### src/rtl/sdac_pkg.sv
package sdac_pkg;
    typedef enum logic [1:0] {
        OP_NONE    = 2'd0,
        OP_DEFAULT = 2'd1,
        OP_LOAD_A  = 2'd2,
        OP_LOAD_B  = 2'd3
    } sdac_op_e;

    localparam int CTL_W = 3;
endpackage

### src/rtl/sdac_shifter.sv
module sdac_shifter #(
    parameter int WORD_W = 16
) (
    input  logic              clk,
    input  logic              rst_n,
    input  logic              cs_n,
    input  logic              sclk,
    input  logic              din,
    input  logic              slow_out,
    output logic [WORD_W-1:1] word,
    output logic              word_done,
    output logic              dout
);
    typedef struct packed {
        logic              sclk;
        logic              cs;
        logic [WORD_W-1:0] sreg;
        logic              leave;
        logic              dout;
    } shift_st_t;

    shift_st_t st_d, st_q;
    logic      rise, fall;

    always_comb begin
        rise      = sclk & ~st_q.sclk & ~cs_n;
        fall      = ~sclk & st_q.sclk & ~cs_n;
        word_done = cs_n & ~st_q.cs;
        st_d      = st_q;
        st_d.sclk = sclk;
        st_d.cs   = cs_n;
        if (rise) begin
            st_d.sreg  = {st_q.sreg[WORD_W-2:0], din};
            st_d.leave = st_q.sreg[WORD_W-1];
            if (!slow_out) begin
                st_d.dout = st_q.sreg[WORD_W-1];
            end
        end
        if (fall && slow_out) begin
            st_d.dout = st_q.leave;
        end
    end

    always_ff @(posedge clk or negedge rst_n) begin
        if (!rst_n) begin
            st_q       <= '0;
            st_q.cs    <= 1'b1;
        end else begin
            st_q <= st_d;
        end
    end

    assign word = st_q.sreg[WORD_W-1:1];
    assign dout = st_q.dout;

    assert_dout_edge_R8: assert property (@(posedge clk) disable iff (!rst_n)
        (st_q.dout != $past(st_q.dout)) |-> ($past(rise) || $past(fall)));

    assert_dflt_hold_R9: assert property (@(posedge clk) disable iff (!rst_n)
        (rise && slow_out) |=> (st_q.dout == $past(st_q.dout)));
endmodule

### src/rtl/sdac_decode.sv
module sdac_decode
    import sdac_pkg::*;
#(
    parameter int CODE_W = 12,
    parameter int WORD_W = CODE_W + 4
) (
    input  logic [WORD_W-1:1] word,
    output sdac_op_e          op,
    output logic [CODE_W-1:0] code
);
    logic [CTL_W-1:0] ctl;

    always_comb begin
        ctl  = word[WORD_W-1 -: CTL_W];
        code = word[CODE_W:1];
        op   = OP_NONE;
        unique case (ctl)
            3'b010:  op = OP_LOAD_A;
            3'b110:  op = OP_LOAD_B;
            3'b000:  op = (code[CODE_W-1 -: 4] == 4'b1000) ? OP_DEFAULT : OP_NONE;
            default: op = OP_NONE;
        endcase
    end
endmodule

### src/rtl/serial_dual_dac.sv
module serial_dual_dac
    import sdac_pkg::*;
#(
    parameter int CODE_W = 12
) (
    input  logic              clk,
    input  logic              rst_n,
    input  logic              cs_n,
    input  logic              sclk,
    input  logic              din,
    output logic              dout,
    output logic [CODE_W-1:0] code_a,
    output logic [CODE_W-1:0] code_b,
    output logic              default_mode
);
    localparam int WORD_W = CODE_W + 4;

    typedef struct packed {
        logic [CODE_W-1:0] a;
        logic [CODE_W-1:0] b;
        logic              dflt;
    } chan_st_t;

    chan_st_t          st_d, st_q;
    logic [WORD_W-1:1] word;
    logic              word_done;
    sdac_op_e          op;
    logic [CODE_W-1:0] code;

    sdac_shifter #(.WORD_W(WORD_W)) u_shift (
        .clk       (clk),
        .rst_n     (rst_n),
        .cs_n      (cs_n),
        .sclk      (sclk),
        .din       (din),
        .slow_out  (st_q.dflt),
        .word      (word),
        .word_done (word_done),
        .dout      (dout)
    );

    sdac_decode #(.CODE_W(CODE_W), .WORD_W(WORD_W)) u_dec (
        .word (word),
        .op   (op),
        .code (code)
    );

    always_comb begin
        st_d = st_q;
        if (word_done) begin
            unique case (op)
                OP_LOAD_A:  st_d.a    = code;
                OP_LOAD_B:  st_d.b    = code;
                OP_DEFAULT: st_d.dflt = 1'b1;
                default:    ;
            endcase
        end
    end

    always_ff @(posedge clk or negedge rst_n) begin
        if (!rst_n) begin
            st_q <= '0;
        end else begin
            st_q <= st_d;
        end
    end

    assign code_a       = st_q.a;
    assign code_b       = st_q.b;
    assign default_mode = st_q.dflt;

    assert_load_on_release_a_R4: assert property (@(posedge clk) disable iff (!rst_n)
        (st_q.a != $past(st_q.a)) |-> $past(word_done));

    assert_load_on_release_b_R4: assert property (@(posedge clk) disable iff (!rst_n)
        (st_q.b != $past(st_q.b)) |-> $past(word_done));

    assert_one_channel_R10: assert property (@(posedge clk) disable iff (!rst_n)
        !((st_q.a != $past(st_q.a)) && (st_q.b != $past(st_q.b))));

    assert_mode_sticky_R6: assert property (@(posedge clk) disable iff (!rst_n)
        !$fell(st_q.dflt));
endmodule

### config.mk
export PLATFORM = sky130hd
export DESIGN_NAME = serial_dual_dac
export DESIGN_NICKNAME = d
export VERILOG_FILES = /design/src/rtl/sdac_pkg.sv /design/src/rtl/sdac_shifter.sv /design/src/rtl/sdac_decode.sv /design/src/rtl/serial_dual_dac.sv
export SDC_FILE = /design/constraint.sdc
export NUM_CORES = 1
export LEC_CHECK = 0
export BUFFER_PORTS_ARGS = -buffer_cell sky130_fd_sc_hd__buf_2
export CAP_MARGIN = 30
export CORE_UTILIZATION = 35
export CTS_BUF_LIST = sky130_fd_sc_hd__clkbuf_8
export CTS_CLUSTER_DIAMETER = 60
export DETAILED_ROUTE_END_ITERATION = 6
export PLACE_DENSITY_LB_ADDON = 0.08
export SLEW_MARGIN = 20
export SYNTH_ARGS = -nofsm -noshare
export SYNTH_HDL_FRONTEND = slang
export SYNTH_SLANG_ARGS = --single-unit
export TNS_END_PERCENT = 10
### constraint.sdc
create_clock -name clk -period 1.44 [get_ports clk]
set_input_delay 0.288 -clock clk [delete_from_list [all_inputs] [get_ports clk]]
set_output_delay 0.288 -clock clk [all_outputs]
set_load 0.01 [all_outputs]
==> results of run 1 <==
metrics by stage:
step / hold WS, ns / instances / area, um2
final: 0.137 / 219 / 2300
after global routing: 0.130 / 219 / 2300
after CTS: 0.127 / 219 / 2290
after detailed placement: 0.157 / 209 / 2160
after global placement: 0.153 / 209 / 2160
after floorplan: -0.00759 / 101 / 1820
final timing paths:
check | start | to | slack, ns | depth (start not counted)
setup reg to reg | u_shift.word[13] | code_a[11] | -0.004 | 4
hold / removal | cs_n | u_shift.st_q[18] | 0.14 | 1
min in group asynchronous | rst_n | code_b[11] | 0.38 | 2
hold reg to reg | code_b[8] | code_b[8] | 0.51 | 1
setup / recovery | u_shift.word[13] | code_a[11] | -0.004 | 4
max in group asynchronous | rst_n | code_b[8] | 0.56 | 3
flip-flops by register name (all words and copies together) (netlist names):
register,count
u_shift.st_q,4
u_shift.word,15
code_a,12
default_mode,1
code_b,12
u_shift.dout,1
cells in the final DEF, fill, tap and decap left out:
master,synthesis,final
buf_12,1,3
nor2_1,1,1
clkinv_2,0,1
clkbuf_8,0,7
nor4b_1,2,1
nor3b_4,2,2
dfstp_2,1,1
dfrtp_1,44,44
dlygate4sd3_1,0,1
buf_6,1,3
buf_4,1,9
a31o_2,1,1
nand2_1,1,1
buf_2,0,30
nand3_2,1,1
and3b_4,1,1
mux2_2,23,22
nor4b_2,0,1
nor3_1,1,1
mux2_4,20,21
kinds of logic after synthesis:
group | Yosys count
flops | 45
mux | 43
compound gates | 1
simple gates | 9
buf+inv | 3
metal layers:
layer / share of wire, % / up-vias / wire, um
met5: 0 / - / 0
met4: 2.2 / 0 / 66
met3: 2.6 / 7 / 80
met2: 48 / 22 / 1480
met1: 47 / 496 / 1420
li1: - / 465 / -
repair_timing:
action                                  CTS  global route
setup buffers                             1             0
pin swaps                                 2             1
endpoints found under the hold margin     7             0
endpoints found under the setup margin   11            39
hold buffers                              1             0
gates resized for setup                   1             4
area by class of cell:
type	count	area [um2]	share of cell area [%]
Sequential cell	45	1130	49.0
Timing Repair Buffer	46	322	14.0
Tap cell	67	83.8	3.64
Multi-Input combinational cell	53	668	29.0
Clock buffer	7	96.3	4.18
Clock inverter	1	5.00	0.217
worst max-delay path: stages (launching register included):
cell and delay [ns]:
dfrtp_1 0.41, nor3b_4 0.20, and3b_4 0.28, buf_12 0.14, mux2_4 0.30
power by group through the flow:
stage / Clock [mW] / Combinational (mW) / Sequential [mW]
after global placement: 0 / 0.195 / 1.53
after detailed placement: 0 / 0.202 / 1.53
after global routing: 0.890 / 0.239 / 1.54
after CTS: 0.851 / 0.208 / 1.51
after floorplan: 0 / 0.136 / 1.49
final: 0.814 / 0.213 / 1.50
==> impl_metrics.py, run 1 <==
metrics = {
    "outcome": {
        "status": "finished with violations",
        "failed_checks": "setup timing",
    },
    "pwr": {
        "p_leak_nw": 1.22,
        "seq_power_share_pct": 59.4,
        "p_clk_share_pct": 32.1,
        "p_sw_mw": 0.575,
        "power.total_mw": 2.53,
        "power.density_nw_per_um2": 1100,
        "peakVddDrop_mv": 0.417,
        "intPower_mw": 1.96,
        "sw_frac_of_total_pct": 22.7,
        "combPwrFrac_pct": 8.4,
    },
    "synthesis": {
        "synth_edf_count": 0,
        "syn-cell-area_um2": 1820,
        "synth-simple-area-share_pct": 4.94,
        "ys_types": 15,
        "ys.warnings.count": 0,
        "yosys.cell_count.top_type": "dfrtp_1",
        "synth_top_family_by_area": "multiplexers",
        "ys.flop_type": "dfrtp_1",
        "synthCells": 101,
        "synth_compound_area_share_pct": 0.480,
        "syn_avg_cell_area_um2": 18.1,
        "ys_seq_area_share_pct": 61.8,
        "synth_top_area_share_pct": 60.4,
        "synth_xor_area_share_pct": 0,
        "ys_top_cells_by_area": "dfrtp_1, mux2_4, mux2_2",
        "synth.mux.area_fraction_pct": 30.7,
        "yosys-top-cells-count": "dfrtp_1, mux2_2, mux2_4",
        "syn_nets": 106,
        "yosysTopAreaCell": "dfrtp_1",
        "synth_async_sr_flop_share_pct": 100,
        "synthAdderAreaFrac_pct": 0,
        "ys_seq_elements": 45,
    },
    "worst_setup_path": {
        "crit_arrival_ns": 1.62,
        "worstSetupEndpointType": "flip-flop",
        "critPathMaxFanout": 5,
        "worstPathRequired_ns": 1.62,
        "crit_type": "reg -> reg",
        "worstSetupStartpointType": "flip-flop",
    },
    "timing": {
        "fmax_mhz": 693,
        "rsz0062_at_grt": "yes",
        "skew_ns": 0.00529,
        "slew_headroom_pct": 82.6,
        "setup_ws_ns": -0.00395,
        "slew_viol_final": 0,
        "finalCriticalPeriod_ns": 1.44,
        "fin_crit_sh_pct": 100,
        "hold_viol": 0,
        "tightest_slew_ns": 0.257,
        "setup_viol": 1,
        "fin_setup_tns_ns": -0.00395,
    },
    "global_route": {
        "grt_pass1_vias": 1023,
        "busiest_layer": "met2",
        "use_met2_pct": 20.0,
        "grt_max_degree": 20,
        "grt_pass1_wl_mm": 5.15,
        "track_usage_pct": 12.9,
        "use_met1_pct": 17.2,
        "grt_overflow": 0,
        "antenna_found_initial": 0,
        "use_met3_pct": 2.85,
    },
    "route": {
        "wire_per_inst_um": 13.9,
        "drcViolationCount": 0,
        "vias": 990,
        "dr.pass1.iters": 4,
        "routed_wl_mm": 3.05,
        "drt-initial-drc-count": 28,
        "viasPerCell": 4.52,
        "ant_nets": 0,
    },
    "job": {
        "cap_violations": 0,
    },
    "placed_design": {
        "dp_slack_ns": -0.150,
        "hpwl_mm": 2.29,
        "portBuffers": 30,
        "gp_congestion": 0.666,
    },
    "clock_network": {
        "path_clk_slew_ns": 0.08,
        "cts_tree": "yes",
        "cts_buffers": 5,
        "clk_latency_ns": 0.29,
        "cts_sinks": 45,
        "htreeDepth": 2,
        "cts-root-buf": "clkbuf_8",
        "clockBufferDepth": 2,
    },
    "cells_and_area": {
        "layout-drive-gt1-share_pct": 67.8,
        "final_core_util_pct": 47.2,
        "antennaDiodeCount": 0,
        "nets": 156,
        "areaGrowthSynthToFinish_pct": 26.2,
        "fill_cells": 446,
    },
    "floorplan": {
        "ioPinCount": 31,
        "initial_core_util_pct": 37.4,
        "die_height_um": 74.2,
        "die_w_um": 74.2,
        "core_um2": 4880,
        "fp-row-count": 25,
        "die_area_um2": 5500,
    },
    "hold_path": {
        "hold_path.class": "in -> reg",
    },
}
No activity file was read; power rests on OpenSTA's default activity.
==> inputs of run 2 (changes only) <==
--- a/config.mk
+++ b/config.mk
@@ -7,6 +7,7 @@
 export LEC_CHECK = 0
 export BUFFER_PORTS_ARGS = -buffer_cell sky130_fd_sc_hd__buf_2
 export CAP_MARGIN = 30
+export CORE_ASPECT_RATIO = 0.7
 export CORE_UTILIZATION = 35
 export CTS_BUF_LIST = sky130_fd_sc_hd__clkbuf_8
 export CTS_CLUSTER_DIAMETER = 60
==> run 2 against run 1 <==
- the run still ends with setup timing left
- setup slack lost 0.037 ns
- cell count is 0.46% higher
- highest routed layer unchanged
- die area is essentially flat
- clock power rose by 21%
==> impl_metrics.py, run 2 (synthesized netlist as in run 1, its figures left out) <==
metrics = {
    "floorplan": {
        "core_um2": 4890,
        "die_height_um": 62.4,
        "die_w_um": 88.3,
        "fp-row-count": 21,
        "ioPinCount": 31,
        "die_area_um2": 5510,
        "initial_core_util_pct": 37.3,
    },
    "global_route": {
        "grt_pass1_wl_mm": 5.31,
        "grt_pass1_vias": 1033,
        "antenna_found_initial": 0,
        "track_usage_pct": 13.2,
        "grt_overflow": 0,
        "grt_max_degree": 46,
    },
    "timing": {
        "setup_ws_ns": -0.0405,
        "finalCriticalPeriod_ns": 1.48,
        "setup_viol": 12,
        "rsz0062_at_grt": "yes",
        "tightest_slew_ns": 0.305,
        "fmax_mhz": 675,
        "fin_crit_sh_pct": 103,
        "slew_headroom_pct": 79.4,
        "hold_viol": 0,
        "skew_ns": 0.0132,
        "slew_viol_final": 0,
    },
    "placed_design": {
        "dp.cells": 209,
        "dpl_cell_area_um2": 2160,
        "gp_congestion": 0.701,
        "hpwl_mm": 2.15,
        "portBuffers": 30,
    },
    "job": {
        "cap_violations": 0,
    },
    "route": {
        "viasPerCell": 4.56,
        "drcViolationCount": 0,
        "ant_nets": 0,
        "routed_wl_mm": 3.34,
        "vias": 1003,
        "dr.pass1.iters": 4,
        "drt-initial-drc-count": 43,
        "wire_per_inst_um": 15.2,
    },
    "hold_path": {
        "hold_depth": 1,
        "holdPathEnd": "u_shift.st_q[18]",
        "min_from": "cs_n",
        "hold_path.class": "in -> reg",
    },
    "cells_and_area": {
        "areaGrowthSynthToFinish_pct": 30.1,
        "mostFrequentLayoutCells": "dfrtp_1, mux2_4, buf_2, buf_4, mux2_2",
        "fin_cells": 220,
        "final_core_util_pct": 48.6,
        "design_area_um2": 2370,
        "layout-drive-gt1-share_pct": 67.5,
        "nets": 155,
        "largest_register_ffs": 15,
        "layout_commonest_cell": "dfrtp_1",
        "antennaDiodeCount": 0,
    },
    "outcome": {
        "failed_checks": "setup timing",
        "status": "finished with violations",
    },
    "clock_network": {
        "htreeDepth": 2,
        "cts_sinks": 45,
        "clk_latency_ns": 0.30,
        "clockBufferDepth": 2,
        "cts-root-buf": "clkbuf_8",
        "cts_tree": "yes",
        "path_clk_slew_ns": 0.08,
        "cts_buffers": 5,
    },
    "worst_setup_path": {
        "crit_type": "reg -> reg",
        "worstSetupEndpointType": "flip-flop",
        "critPathMaxFanout": 7,
        "r2r_end": "code_a[2]",
        "worstPathRequired_ns": 1.62,
        "critPathLaunch": "u_shift.word[13]",
        "crit_arrival_ns": 1.66,
        "reg2reg_setup_slack_ns": -0.04,
        "r2r_start": "u_shift.word[13]",
        "worstSetupStartpointType": "flip-flop",
        "r2r_cells": 4,
    },
    "pwr": {
        "power.density_nw_per_um2": 1160,
        "p_leak_nw": 1.25,
        "power.total_mw": 2.76,
        "peakVddDrop_mv": 0.659,
    },
}
==> run 2: cell types whose count changed in the layout (fill, tap and decap cells not counted), sizes merged <==
cell      previous run  this run
clkinvlp             0         1
clkinv               1         0
bufinv               0         1
clkbuf               7         6
buf                 45        44
==> run 2: power breakdown <==
part / internal [mW] / total (mW) / switching (mW) / leakage, nW
Combinational: 0.190 / 0.272 / 0.0825 / 0.580
Clock: 0.564 / 0.981 / 0.418 / 0.0574
Sequential: 1.38 / 1.51 / 0.125 / 0.610
Total: 2.14 / 2.76 / 0.625 / 1.25
==> run 2: cell type report <==
class / count / area [um2]
clock buffers: 6 / 82.6
clock inverters: 2 / 37.5
fillers: 427 / 2510
multi-input cells: 53 / 721
flip-flops and latches: 45 / 1130
well taps: 69 / 86.3
repair buffers: 45 / 319
==> run 2: what timing repair did <==
| item | CTS | global route |
|---|---|---|
| setup buffers | 1 | 1 |
| pin swaps | 2 | 0 |
| hold endpoints to repair | 44 | 0 |
| gates resized for setup | 1 | 16 |
| hold buffers | 1 | 0 |
| endpoints found under the setup margin | 11 | 30 |
==> run 2: critical path, stage by stage (launching register included) <==
cell	delay, ns
dfrtp_1	0.41
nor3b_4	0.23
and3b_4	0.28
buf_12	0.14
mux2_4	0.30
==> run 2: worst max-delay path by stage <==
| stage | cells after the start | end |
|---|---|---|
| 6_report | 4 | code_a[2] |
| 4_1_cts | 4 | code_a[2] |
| 5_1_grt | 4 | code_a[2] |
| 2_1_floorplan | 4 | code_a[0] |
| 3_3_place_gp | 4 | code_a[8] |
| 3_5_place_dp | 4 | u_shift.dout |
==> run 2: routing by layer <==
metal / vias to the layer above / part of all wire [%] / track usage [%]
met1: 511 / 50 / 18.7
met2: 25 / 42 / 17.2
met4: 0 / 1.4 / 4.23
met5: - / 0 / 0
li1: 462 / - / -
met3: 5 / 7.1 / 6.74
==> run 2: metrics by stage <==
step	hold slack, ns	setup WS [ns]	TNS (ns)
2_1_floorplan	-0.00759	0.0196	0
3_3_place_gp	0.282	-0.0678	-0.605
3_5_place_dp	0.288	-0.0682	-0.666
4_1_cts	0.106	-0.0464	-0.285
5_1_grt	0.0953	-0.0961	-1.23
6_report	0.116	-0.0405	-0.245
